<file path="src/rtl/crg_pkg.sv">
package crg_pkg;

    typedef enum logic [1:0] {
        ACC_FETCH = 2'b00,
        ACC_OPND  = 2'b01,
        ACC_TABLE = 2'b10,
        ACC_TEST  = 2'b11
    } acc_kind_e;

    typedef enum logic [1:0] {
        EX_HOLD = 2'b00,
        EX_EXT  = 2'b01,
        EX_INT  = 2'b10
    } exec_state_e;

    localparam logic [7:0] BLANK_BYTE = 8'hFF;

endpackage

</file>
<file path="src/rtl/crg_pin_latch.sv">
module crg_pin_latch (
    input  logic clk_i,
    input  logic rst_i,
    input  logic pin_i,
    output logic ext_mode_o
);

    logic mode_q;

    // Capture the pin only while reset is held; hold it afterwards.
    always_ff @(posedge clk_i) begin
        if (rst_i) begin
            mode_q <= pin_i;
        end
    end

    assign ext_mode_o = mode_q;


    pin_ignored_chk: assert property (@(posedge clk_i) disable iff (rst_i)
        !rst_i |=> $stable(ext_mode_o));

endmodule

</file>
<file path="src/rtl/crg_exec_fsm.sv">
module crg_exec_fsm
    import crg_pkg::*;
(
    input  logic clk_i,
    input  logic rst_i,
    input  logic fetch_hit_i,
    input  logic fetch_int_i,
    output logic exec_int_o
);

    exec_state_e state_q;
    exec_state_e state_d;

    always_ff @(posedge clk_i) begin
        if (rst_i) begin
            state_q <= EX_HOLD;
        end else begin
            state_q <= state_d;
        end
    end

    always_comb begin
        state_d = state_q;
        unique case (state_q)
            EX_HOLD: begin
                if (fetch_hit_i && fetch_int_i) state_d = EX_INT;
                else                            state_d = EX_EXT;
            end
            EX_EXT: begin
                if (fetch_hit_i && fetch_int_i) state_d = EX_INT;
            end
            EX_INT: begin
                if (fetch_hit_i && !fetch_int_i) state_d = EX_EXT;
            end
            default: state_d = EX_EXT;
        endcase
    end

    always_comb begin
        exec_int_o = (state_q == EX_INT);
    end


    fetch_int_chk: assert property (@(posedge clk_i) disable iff (rst_i)
        (fetch_hit_i && fetch_int_i) |=> exec_int_o);


    fetch_ext_chk: assert property (@(posedge clk_i) disable iff (rst_i)
        (fetch_hit_i && !fetch_int_i) |=> !exec_int_o);


    no_fetch_hold_chk: assert property (@(posedge clk_i) disable iff (rst_i)
        (!fetch_hit_i && state_q != EX_HOLD) |=> $stable(exec_int_o));

endmodule

</file>
<file path="src/rtl/crg_route.sv">
module crg_route
    import crg_pkg::*;
#(
    parameter int unsigned AW       = 16,
    parameter int unsigned ROM_SIZE = 16384
) (
    input  logic          clk_i,
    input  logic          in_reset_i,
    input  logic          valid_i,
    input  acc_kind_e     kind_i,
    input  logic [AW-1:0] addr_i,
    input  logic          ext_mode_i,
    input  logic          exec_int_i,
    input  logic          secure_i,
    output logic          rom_en_o,
    output logic          ext_en_o,
    output logic          blocked_o,
    output logic          fetch_hit_o,
    output logic          fetch_int_o
);

    localparam logic [AW:0] ROM_LIM = (AW+1)'(ROM_SIZE);

    logic in_rom;
    logic int_target;
    logic live;

    always_comb begin
        in_rom     = ({1'b0, addr_i} < ROM_LIM);
        int_target = in_rom && !ext_mode_i;
        live       = valid_i && !in_reset_i;
    end

    always_comb begin
        rom_en_o  = 1'b0;
        ext_en_o  = 1'b0;
        blocked_o = 1'b0;
        if (live) begin
            unique case (kind_i)
                ACC_FETCH: begin
                    rom_en_o = int_target;
                    ext_en_o = !int_target;
                end
                ACC_OPND, ACC_TABLE: begin
                    if (!int_target)                   ext_en_o  = 1'b1;
                    else if (secure_i && !exec_int_i)  blocked_o = 1'b1;
                    else                               rom_en_o  = 1'b1;
                end
                ACC_TEST: begin
                    if (in_rom) begin
                        if (secure_i) blocked_o = 1'b1;
                        else          rom_en_o  = 1'b1;
                    end
                end
                default: blocked_o = 1'b0;
            endcase
        end
        fetch_hit_o = live && (kind_i == ACC_FETCH);
        fetch_int_o = fetch_hit_o && int_target;
    end


    forced_ext_chk: assert property (@(posedge clk_i) disable iff (in_reset_i)
        (ext_mode_i && kind_i != ACC_TEST) |-> !rom_en_o);


    test_secure_chk: assert property (@(posedge clk_i) disable iff (in_reset_i)
        (valid_i && kind_i == ACC_TEST && secure_i) |-> (!rom_en_o && !ext_en_o));


    ext_exec_table_chk: assert property (@(posedge clk_i) disable iff (in_reset_i)
        (valid_i && kind_i == ACC_TABLE && secure_i && !exec_int_i) |-> !rom_en_o);


    ext_exec_opnd_chk: assert property (@(posedge clk_i) disable iff (in_reset_i)
        (valid_i && kind_i == ACC_OPND && secure_i && !exec_int_i) |-> !rom_en_o);

endmodule

</file>
<file path="src/rtl/code_read_guard.sv">
module code_read_guard
    import crg_pkg::*;
#(
    parameter int unsigned AW       = 16,
    parameter int unsigned ROM_SIZE = 16384
) (
    input  logic          clk_i,
    input  logic          rst_i,
    input  logic          secure_i,
    input  logic          ext_pin_i,
    input  logic          acc_valid_i,
    input  logic [1:0]    acc_kind_i,
    input  logic [AW-1:0] addr_i,
    input  logic [7:0]    rom_data_i,
    input  logic [7:0]    ext_data_i,
    output logic          rom_en_o,
    output logic          ext_en_o,
    output logic [7:0]    rd_data_o,
    output logic          viol_o
);

    logic      ext_mode;
    logic      exec_int;
    logic      blocked;
    logic      fetch_hit;
    logic      fetch_int;
    logic      viol_q;
    acc_kind_e kind;

    assign kind = acc_kind_e'(acc_kind_i);

    crg_pin_latch u_latch (
        .clk_i      (clk_i),
        .rst_i      (rst_i),
        .pin_i      (ext_pin_i),
        .ext_mode_o (ext_mode)
    );

    crg_route #(
        .AW       (AW),
        .ROM_SIZE (ROM_SIZE)
    ) u_route (
        .clk_i       (clk_i),
        .in_reset_i  (rst_i),
        .valid_i     (acc_valid_i),
        .kind_i      (kind),
        .addr_i      (addr_i),
        .ext_mode_i  (ext_mode),
        .exec_int_i  (exec_int),
        .secure_i    (secure_i),
        .rom_en_o    (rom_en_o),
        .ext_en_o    (ext_en_o),
        .blocked_o   (blocked),
        .fetch_hit_o (fetch_hit),
        .fetch_int_o (fetch_int)
    );

    crg_exec_fsm u_fsm (
        .clk_i       (clk_i),
        .rst_i       (rst_i),
        .fetch_hit_i (fetch_hit),
        .fetch_int_i (fetch_int),
        .exec_int_o  (exec_int)
    );

    always_comb begin
        unique case ({rom_en_o, ext_en_o})
            2'b10:   rd_data_o = rom_data_i;
            2'b01:   rd_data_o = ext_data_i;
            default: rd_data_o = BLANK_BYTE;
        endcase
    end

    always_ff @(posedge clk_i) begin
        if (rst_i) viol_q <= 1'b0;
        else       viol_q <= blocked;
    end

    assign viol_o = viol_q;


    one_enable_chk: assert property (@(posedge clk_i) disable iff (rst_i)
        !(rom_en_o && ext_en_o));


    viol_pulse_chk: assert property (@(posedge clk_i) disable iff (rst_i)
        blocked |=> viol_o);


    viol_drop_chk: assert property (@(posedge clk_i) disable iff (rst_i)
        (viol_o && !blocked) |=> !viol_o);


    blank_data_chk: assert property (@(posedge clk_i) disable iff (rst_i)
        (!rom_en_o && !ext_en_o) |-> (rd_data_o == 8'hFF));


    refused_idle_chk: assert property (@(posedge clk_i) disable iff (rst_i)
        blocked |-> (!rom_en_o && !ext_en_o));

endmodule

</file>
<file path="config.mk">
export PLATFORM = sky130hd
export DESIGN_NAME = code_read_guard
export DESIGN_NICKNAME = d
export VERILOG_FILES = /design/src/rtl/crg_pkg.sv /design/src/rtl/crg_pin_latch.sv /design/src/rtl/crg_exec_fsm.sv /design/src/rtl/crg_route.sv /design/src/rtl/code_read_guard.sv
export SDC_FILE = /design/constraint.sdc
export NUM_CORES = 1
export LEC_CHECK = 0
export CORE_AREA = 2 2 39 41
export DETAILED_ROUTE_END_ITERATION = 6
export DIE_AREA = 0 0 41 43
export DONT_BUFFER_PORTS = 1
export GPL_TIMING_DRIVEN = 1
export PLACE_DENSITY_LB_ADDON = 0.08
export RECOVER_POWER = 50
export REMOVE_ABC_BUFFERS = 1
export SETUP_SLACK_MARGIN = 0.3
export SLEW_MARGIN = 25
export SYNTH_ARGS = -nofsm -noshare
export SYNTH_HDL_FRONTEND = slang
export SYNTH_SLANG_ARGS = --single-unit
</file>
<file path="constraint.sdc">
create_clock -name clk_i -period 1.95 [get_ports clk_i]
set_input_delay 0.195 -clock clk_i [delete_from_list [all_inputs] [get_ports clk_i]]
set_output_delay 0.195 -clock clk_i [all_outputs]
set_load 0.05 [all_outputs]
</file>
==> results of run 1 <==
-- cell families after synthesis --
| family | count (synthesis) | share of synthesized area (%) |
|---|---|---|
| flip-flops | 4 | 23.5 |
| adder cells (fa/ha/maj) | 5 | 16.3 |
| AO/OA/AOI/OAI | 13 | 31.7 |
| AND/OR/NAND/NOR | 13 | 22.6 |
| buffers and inverters | 6 | 5.88 |
-- layout make-up --
| cell class | count | share of cell area, % |
|---|---|---|
| Sequential cell | 4 | 12.4 |
| Timing Repair Buffer | 18 | 33.3 |
| Inverter | 3 | 1.55 |
| Clock buffer | 4 | 3.61 |
| Multi-Input combinational cell | 31 | 46.4 |
| Tap cell | 16 | 2.75 |
-- per-stage QoR --
stage | hold WS, ns | instance area, µm² | TNS, ns | util (%) | setup slack, ns
6_report | 0.0301 | 728 | -1.76 | 52.6 | -0.227
5_1_grt | 0.0256 | 728 | -2.25 | 52.6 | -0.290
4_1_cts | 0.0234 | 706 | -1.78 | 51.0 | -0.231
3_5_place_dp | 0.270 | 622 | -2.74 | 44.9 | -0.353
3_3_place_gp | 0.270 | 622 | -2.66 | 44.9 | -0.342
2_1_floorplan | 0.267 | 372 | -11.18 | - | -1.35
-- metal layers --
layer  vias to the layer above  wire (µm)  global-route usage (%)
li1                        203          -                       -
met4                         0          0                    8.00
met1                       200        427                    15.6
met5                         -          0                       0
met3                         0         94                    5.24
met2                        19        621                    21.9
-- placed cells by master, fill, tap and decap left out, types with 2 or more instances in the layout --
| cell | instances |
|---|---|
| clkbuf_4 | 3 |
| a221o_1 | 8 |
| nand2b_1 | 2 |
| ha_4 | 3 |
| buf_4 | 9 |
| ha_1 | 2 |
| inv_1 | 3 |
| dfxtp_1 | 3 |
| buf_12 | 8 |
-- sequential cells by signal (all words and copies together), names as in the netlist --
signal,count
u_latch.ext_mode_o,1
u_fsm.state_q,2
viol_o,1
-- worst paths after layout --
| kind | startpoint | endpoint | slack (ns) |
|---|---|---|---|
| max | u_latch.ext_mode_o | rd_data_o[6] | -0.23 |
| max reg2reg | u_latch.ext_mode_o | viol_o | 0.43 |
| min reg2reg | u_fsm.state_q[1] | u_fsm.state_q[0] | 0.59 |
| min | rst_i | u_fsm.state_q[1] | 0.03 |
-- where the power goes --
part / switching, W / internal, W
logic: 0.0000823 / 0.0000754
registers: 0.00000238 / 0.0000901
clock network: 0.0000358 / 0.0000769
-- repair_timing --
action / CTS / global route
endpoints found under the setup margin: 9 / 10
setup buffers: 1 / 1
pin swaps: 6 / 0
gates resized for setup: 9 / 3
==> impl_metrics.csv, run 1 <==
group,metric,value,unit
status,run_status,"complete, but fails checks",
status,violations,"negative setup slack",
layout,diodes,0,
critical_path,slowest_stage,"edfxtp_1",
power,power.leakage,0.305,nW
clocking,numCtsBuffers,3,
clocking,cts_htree_levels,1,
critical_path,critPathBufInv,1,
critical_path,crit_required,1.75,ns
clocking,cts-root-buf,"clkbuf_4",
timing,fin_crit_sh,112,%
synthesis,synth.largest_area_cell,"a221o_1",
min_path,whs_path_depth,1,
placed_design,dp_hpwl,914,µm
synthesis,ys_top_cells_by_count,"8 x a221o_1, 5 x ha_1, 3 x dfxtp_1, 3 x inv_1",
power,power,0.000363,W
timing,finalMaxSlewViolations,0,
clocking,clock-sinks,4,
clocking,cts_tree,"built",
synthesis,syn-cell-area,383,µm²
critical_path,crit_family,"compound AO/OA/AOI/OAI gates",
job,maxCapViolCount,0,
global_routing,overflow,0,
layout,layoutNonFillerInstCount,76,
synthesis,synth_cell_type_count,23,
placed_design,placedCellCount,70,
detailed_routing,first_iter_violations,4,
layout,area_growth,90.2,%
timing,worstMarginPinSlew,0.482,ns
detailed_routing,postRouteWirelength,1.14,mm
global_routing,grt_usage,14.1,%
critical_path,start_kind,"flip-flop",
timing,min_period,2.18,ns
floorplanning,num_rows,14,
critical_path,cp_max_fo,8,
timing,max_slew_margin,67.8,%
detailed_routing,ant_nets,0,
detailed_routing,drcViolationCount,0,
timing,max_freq,459,MHz
timing,setup_slack,-0.227,ns
detailed_routing,dr.pass1.iters,2,
floorplanning,die_y,43,µm
global_routing,grt_max_degree,9,
critical_path,crit_arrival,1.98,ns
floorplanning,start_util,27.7,%
floorplanning,die_area,0.00176,mm²
timing,finalHoldViolations,0,
synthesis,dominantRegCellSynth,"dfxtp_1",
layout,multi_input_area,338,µm²
timing,skew,0.00762,ns
layout,layout-drive-gt1-share,50.0,%
synthesis,synth_top_area_share,20.9,%
floorplanning,die_w,41,µm
critical_path,r2r_cells,3,
layout,fillers,127,
floorplanning,ios,50,
synthesis,synth_edf_count,1,
critical_path,end_kind,"primary output",
synthesis,yosysMostFrequentCell,"a221o_1",
synthesis,yosys-top-cells-area,"a221o_1 21%, ha_1 16%, dfxtp_1 16%",
critical_path,critPathMaxStageDelay,0.39,ns
synthesis,ys_seq_elements,4,
critical_path,path_depth,5,
synthesis,yosysWarnings,0,
power,peakVddDrop,0.281,mV
floorplanning,placeableCoreArea,0.00138,mm²
global_routing,grt_pass1_vias,402,
global_routing,antenna_found_initial,0,
global_routing,grt_pass1_wl,1.70,mm
timing,setup-violations-final,8,
power,power_density,498,mW/mm²
layout,register_area,90.1,µm²
placed_design,io_buffers,0,
timing,rsz0062_at_grt,"yes",
synthesis,synthCells,41,
clocking,cts_buffer_depth,2,
detailed_routing,vias,422,
placed_design,routabilityCongestion,0.795,
synthesis,synth_async_sr_flop_share,0,%
critical_path,crit_chain,"or3_4, o31a_1, ha_4, a221o_1, buf_12",
critical_path,path_class,"flip-flop to primary output",
detailed_routing,via_per_inst,5.55,
detailed_routing,wl_per_cell,15.0,µm
synthesis,syn_area_per_cell,9.34,µm²
min_path,hp-class,"input port to flip-flop",
clocking,clkTransAtPathRegs,0.04,ns
layout,finalNetCount,105,
synthesis,ys_seq_area_share,23.5,%
clocking,clkLatencyLatePin,0.24,ns
clocking,cts_hold_buffers,0,
No activity file was read; power rests on OpenSTA's default activity.
==> run 2: changes to the inputs <==
--- a/config.mk
+++ b/config.mk
@@ -10,7 +10,6 @@
 export DIE_AREA = 0 0 41 43
 export DONT_BUFFER_PORTS = 1
 export GPL_TIMING_DRIVEN = 1
-export PLACE_DENSITY_LB_ADDON = 0.08
 export RECOVER_POWER = 50
 export REMOVE_ABC_BUFFERS = 1
 export SETUP_SLACK_MARGIN = 0.3
==> run 2 against run 1 <==
Net effect:
- the flow still finishes with violations (negative setup slack)
- via count fell by 1.7%
- power decreased by 0.70%
- non-clock buffer count fell by 2
- hold slack lost 0.0056 ns
- fmax increased by 0.86%
- core utilization decreased by 1.2 points
- clock-buffer cell count unchanged
- clock skew fell by 0.0034 ns
- cell count is 2.6% lower
- register-to-register slack better by 0.03 ns
- routed wire length shrank 6.7%
- critical path type is now input port to primary output
- critical endpoint unchanged
- largest power group unchanged
==> impl_metrics.csv, run 2 (same netlist as run 1, synthesis figures left out) <==
group,metric,value,unit
status,run_status,"complete, but fails checks",
status,violations,"negative setup slack",
global_routing,use_met3,3.66,%
clocking,cts_tree,"built",
placed_design,dp_hpwl,867,µm
placed_design,io_buffers,0,
clocking,clock-sinks,4,
timing,rsz0062_at_grt,"yes",
critical_path,crit_required,1.75,ns
timing,setup_slack,-0.209,ns
power,power,0.000360,W
global_routing,antenna_found_initial,0,
global_routing,grt_pass1_wl,1.35,mm
power,power_density,506,mW/mm²
floorplanning,ios,50,
job,maxCapViolCount,0,
clocking,postCtsSetupBuffers,0,
detailed_routing,first_iter_violations,1,
detailed_routing,wl_per_cell,14.4,µm
floorplanning,die_y,43,µm
global_routing,grt.busiest_layer,"met2",
global_routing,grt_max_degree,9,
global_routing,grt_pass1_vias,384,
critical_path,crit_arrival,1.96,ns
detailed_routing,drcViolationCount,0,
placed_design,placedCellCount,70,
critical_path,critPathBufInv,1,
layout,regMostFlops,"u_fsm.state_q",
critical_path,crit_chain,"ha_4, or3b_1, or4_4, o31a_1, ha_4, a221o_1, buf_12",
clocking,clkLatencyLatePin,0.24,ns
layout,finalNetCount,103,
placed_design,routabilityCongestion,0.849,
global_routing,met1_usage,9.42,%
global_routing,grt_use_met2,21.9,%
layout,fillers,124,
clocking,cts_hold_buffers,0,
critical_path,end_kind,"primary output",
clocking,clkTransAtPathRegs,0.04,ns
floorplanning,placeableCoreArea,0.00138,mm²
global_routing,grt_usage,11.9,%
layout,layoutNonFillerInstCount,74,
floorplanning,num_rows,14,
critical_path,path_common_cell,"ha_4",
critical_path,critPathMaxStageDelay,0.43,ns
detailed_routing,dr.pass1.iters,4,
floorplanning,start_util,27.7,%
timing,min_period,2.16,ns
global_routing,overflow,0,
detailed_routing,vias,415,
timing,setup-violations-final,8,
floorplanning,die_area,0.00176,mm²
timing,finalMaxSlewViolations,0,
layout,layout-drive-gt1-share,46.6,%
layout,diodes,0,
timing,holdWs,0.0245,ns
critical_path,cp_max_fo,8,
detailed_routing,via_per_inst,5.61,
floorplanning,die_w,41,µm
timing,finalHoldViolations,0,
layout,area_growth,85.9,%
timing,fin_crit_sh,111,%
min_path,hp-class,"input port to flip-flop",
critical_path,start_kind,"input port",
critical_path,crit_family,"simple AND/OR/NAND/NOR gates",
clocking,cts_htree_levels,1,
clocking,cts_buffer_depth,2,
power,peakVddDrop,0.342,mV
detailed_routing,postRouteWirelength,1.07,mm
layout,layout_common_cells,"8 x a221o_1, 8 x buf_12, 7 x buf_4",
timing,max_slew_margin,67.6,%
critical_path,slowest_stage,"or4_4",
layout,largest_reg_flops,2,
timing,max_freq,463,MHz
detailed_routing,ant_nets,0,
power,power.leakage,0.295,nW
timing,worstMarginPinSlew,0.485,ns
critical_path,path_class,"input port to primary output",
timing,skew,0.00424,ns
clocking,numCtsBuffers,3,
clocking,cts-root-buf,"clkbuf_4",
-- run 2: cell types whose count changed in the layout (fill, tap and decap cells not counted) --
cell,previous run,this run
a2111oi_1,0,1
buf_4,9,7
or3b_4,1,0
a2111oi_0,1,0
or3b_1,0,1
-- run 2: area by class of cell --
cell class,count,area (µm²),area share (%)
Multi-Input combinational cell,31,337,47.3
Tap cell,16,20.0,2.81
Sequential cell,4,90.1,12.7
Inverter,3,11.3,1.58
Timing Repair Buffer,16,228,32.0
Clock buffer,4,26.3,3.69
-- run 2: routing by layer --
metal,vias up,part of all wire [%]
met4,0,0
met2,37,50
met3,0,16
met5,-,0
li1,200,-
met1,178,34
-- run 2: power breakdown --
group          internal (W)  switching [W]
combinational     0.0000741      0.0000822
clock             0.0000769      0.0000350
sequential        0.0000901     0.00000211
total              0.000241       0.000119
-- run 2: worst paths after layout --
| path | start | endpoint | slack (ns) | cells past startpoint |
|---|---|---|---|---|
| setup / recovery | acc_kind_i[0] | rd_data_o[6] | -0.21 | 7 |
| hold / removal | rst_i | u_fsm.state_q[1] | 0.02 | 1 |
| setup reg to reg | u_latch.ext_mode_o | viol_o | 0.46 | 3 |
| hold reg to reg | u_fsm.state_q[1] | u_fsm.state_q[0] | 0.62 | 3 |
-- run 2: what timing repair did --
action                                  CTS  global route
hold endpoints to repair                  0             0
endpoints found under the setup margin    9            11
pin swaps                                 5             3
gates resized for setup                  11             1
-- run 2: per-stage QoR --
stage               utilization (%)  instance area, µm²  setup slack [ns]  setup TNS, ns
finish                         51.4                 712            -0.209          -1.64
global route                   51.4                 712            -0.274          -2.13
CTS                            51.4                 711            -0.222          -1.73
detailed placement             44.9                 622            -0.370          -2.93
global placement               44.9                 622            -0.326          -2.59
floorplan                         -                 372             -1.35         -11.18
==> run 3: changes to the inputs <==
--- a/config.mk
+++ b/config.mk
@@ -16,4 +16,5 @@
 export SLEW_MARGIN = 25
 export SYNTH_ARGS = -nofsm -noshare
 export SYNTH_HDL_FRONTEND = slang
+export SYNTH_HIERARCHICAL = 1
 export SYNTH_SLANG_ARGS = --single-unit
==> constraint.sdc (replaced) <==
create_clock -name clk_i -period 1.8 [get_ports clk_i]
set_input_delay 0.18 -clock clk_i [delete_from_list [all_inputs] [get_ports clk_i]]
set_output_delay 0.18 -clock clk_i [all_outputs]
set_load 0.05 [all_outputs]
==> run 3 against run 2 <==
Net effect:
- the run still ends with negative setup slack left
- sequential power up 7.5%
- register-to-register slack better by 0.03 ns
- cell count up 8.1%
- critical path depth up 1
- routed wire length down 3.4%
- sequential cell count unchanged
==> impl_metrics.csv, run 3 <==
group,metric,value,unit
status,run_status,"complete, but fails checks",
status,violations,"negative setup slack",
layout,finalNetCount,109,
synthesis,ys_top_cells_by_count,"8 x a221o_1, 5 x ha_1, 5 x inv_1",
critical_path,crit_arrival,1.80,ns
power,peakVddDrop,0.503,mV
critical_path,r2r_cells,5,
power,p_comb_share,38.9,%
synthesis,synthCells,46,
min_path,hp-class,"input port to flip-flop",
synthesis,synth_top_area_share,18.9,%
detailed_routing,dr.pass1.iters,4,
clocking,cts-root-buf,"clkbuf_4",
floorplanning,start_util,30.6,%
critical_path,r2r-end,"u_fsm/state_q[1]",
critical_path,cp_max_fo,8,
layout,area_growth,59.5,%
critical_path,start_kind,"flip-flop",
power,power.internal,0.000239,W
synthesis,yosysWarnings,6,
timing,setup_slack,-0.178,ns
timing,fin_crit_sh,110,%
layout,layout-drive-gt1-share,51.6,%
detailed_routing,wl_per_cell,12.9,µm
global_routing,antenna_found_initial,0,
synthesis,dominantRegCellSynth,"dfxtp_1",
critical_path,end_kind,"primary output",
timing,skew,0.0124,ns
layout,largest_reg_flops,2,
timing,finalMaxSlewViolations,0,
timing,tns,-1.38,ns
power,pwr-share-clk,33.8,%
clocking,numCtsBuffers,3,
critical_path,path_class,"flip-flop to primary output",
floorplanning,num_rows,14,
timing,worstMarginPinSlew,0.474,ns
global_routing,grt_usage,11.4,%
detailed_routing,via_per_inst,5.41,
layout,diodes,0,
floorplanning,die_w,41,µm
detailed_routing,vias,433,
clocking,clkLatencyLatePin,0.24,ns
layout,layout_common_cells,"8 x a221o_1, 8 x buf_6, 7 x buf_4",
layout,regMostFlops,"u_fsm/state_q",
placed_design,routabilityCongestion,0.733,
layout,finish.instance_area,674,µm²
detailed_routing,first_iter_violations,8,
placed_design,dpl_worst_slack,-0.148,ns
floorplanning,placeableCoreArea,0.00138,mm²
floorplanning,die_area,0.00176,mm²
synthesis,syn-cell-area,423,µm²
synthesis,synth_cell_type_count,23,
synthesis,yosys-top-cells-area,"a221o_1 19%, ha_1 15%, dfxtp_1 14%",
clocking,cts_buffer_depth,2,
min_path,min-delay-start,"rst_i",
detailed_routing,ant_nets,0,
synthesis,syn_area_per_cell,9.19,µm²
clocking,clock-sinks,4,
detailed_routing,drcViolationCount,0,
placed_design,io_buffers,0,
timing,rsz0062_at_grt,"yes",
power,power_density,540,mW/mm²
clocking,cts_hold_buffers,0,
clocking,cts_tree,"built",
timing,min_period,1.98,ns
critical_path,rr_startpoint,"u_latch/ext_mode_o",
timing,max_freq,506,MHz
synthesis,yosysMostFrequentCell,"a221o_1",
synthesis,ys_seq_area_share,21.3,%
min_path,min_to,"viol_o",
synthesis,ys_seq_elements,4,
power,p_sw_share,34.4,%
synthesis,synth_async_sr_flop_share,0,%
global_routing,grt_pass1_wl,1.41,mm
power,power.leakage,0.281,nW
critical_path,r2r_setup_slack,0.49,ns
floorplanning,ios,50,
clocking,cts_htree_levels,1,
timing,setup-violations-final,8,
timing,finalHoldViolations,0,
power,seq_power_share,27.2,%
synthesis,synth.largest_area_cell,"a221o_1",
critical_path,crit_required,1.62,ns
min_path,whs_path_depth,1,
timing,max_slew_margin,68.4,%
global_routing,grt_max_degree,9,
placed_design,dp_hpwl,837,µm
floorplanning,die_y,43,µm
global_routing,grt_pass1_vias,407,
timing,holdWs,0.00678,ns
clocking,postCtsSetupBuffers,0,
clocking,clkTransAtPathRegs,0.05,ns
job,maxCapViolCount,0,
layout,fillers,126,
placed_design,placed_area,548,µm²
detailed_routing,postRouteWirelength,1.03,mm
synthesis,synth_edf_count,1,
power,switching_power,0.000125,W
global_routing,overflow,0,
## run 3: repair_timing
action | in CTS | in global routing
hold endpoints to repair | 0 | 0
pin swaps | 11 | 2
resized for setup | 22 | 3
setup endpoints to repair | 10 | 10
## run 3: per-stage QoR
stage	instances	power (W)	util [%]
final	80	0.000364	48.7
after global routing	80	0.000379	48.7
after CTS	80	0.000368	48.3
after detailed placement	76	0.000219	39.6
after global placement	76	0.000218	39.6
after floorplan	43	0.000185	-
## run 3: final cells by class
type,count,area (µm²),share of cell area [%]
well taps,16,20.0,2.97
flip-flops and latches,4,91.3,13.5
inverters,5,18.8,2.78
multi-input cells,34,345,51.2
repair buffers,17,173,25.6
clock buffers,4,26.3,3.90
## run 3: critical path, cell delays in order (launching register included)
cell and delay [ns]:
dfxtp_2 0.31, nor2b_4 0.12, nand2b_4 0.13, a21oi_2 0.12, o21ai_2 0.09, buf_4 0.15, ha_4 0.18, a221o_1 0.31
buf_6 0.16
## run 3: logic make-up after synthesis
group	after synthesis	synth area share, %
compound gates	13	25.1
flops	4	21.3
fa+ha+maj	5	14.8
buf+inv	8	10.9
mux	1	3.55
simple gates	15	24.3
## run 3: worst max path at each step
| stage | start | endpoint | slack [ns] | cells past startpoint |
|---|---|---|---|---|
| after floorplan | u_fsm/state_q[1] | rd_data_o[0] | -1.22 | 7 |
| after global placement | u_fsm/state_q[1] | rd_data_o[3] | -0.12 | 8 |
| after detailed placement | u_fsm/state_q[1] | rd_data_o[5] | -0.15 | 8 |
| after CTS | u_latch/ext_mode_o | rd_data_o[5] | -0.21 | 7 |
| after global routing | u_latch/ext_mode_o | rd_data_o[6] | -0.25 | 7 |
| final | u_fsm/state_q[1] | rd_data_o[5] | -0.18 | 8 |
## run 3: power groups by stage
stage | clock network [W] | logic (W) | registers (W)
final | 0.000123 | 0.000142 | 0.0000991
after CTS | 0.000127 | 0.000142 | 0.0000987
after floorplan | 0 | 0.0000854 | 0.0000997
after global placement | 0 | 0.000118 | 0.000100
after detailed placement | 0 | 0.000119 | 0.000100
after global routing | 0.000129 | 0.000151 | 0.0000994
## run 3: per-layer routing
layer  up-vias  wire [µm]  global-route usage [%]  part of all wire (%)
met2        34        475                    19.4                    46
met5         -          0                       0                     0
met4         0          0                    1.33                     0
li1        212          -                       -                     -
met3         0        189                    7.33                    18
met1       187        365                    11.4                    35
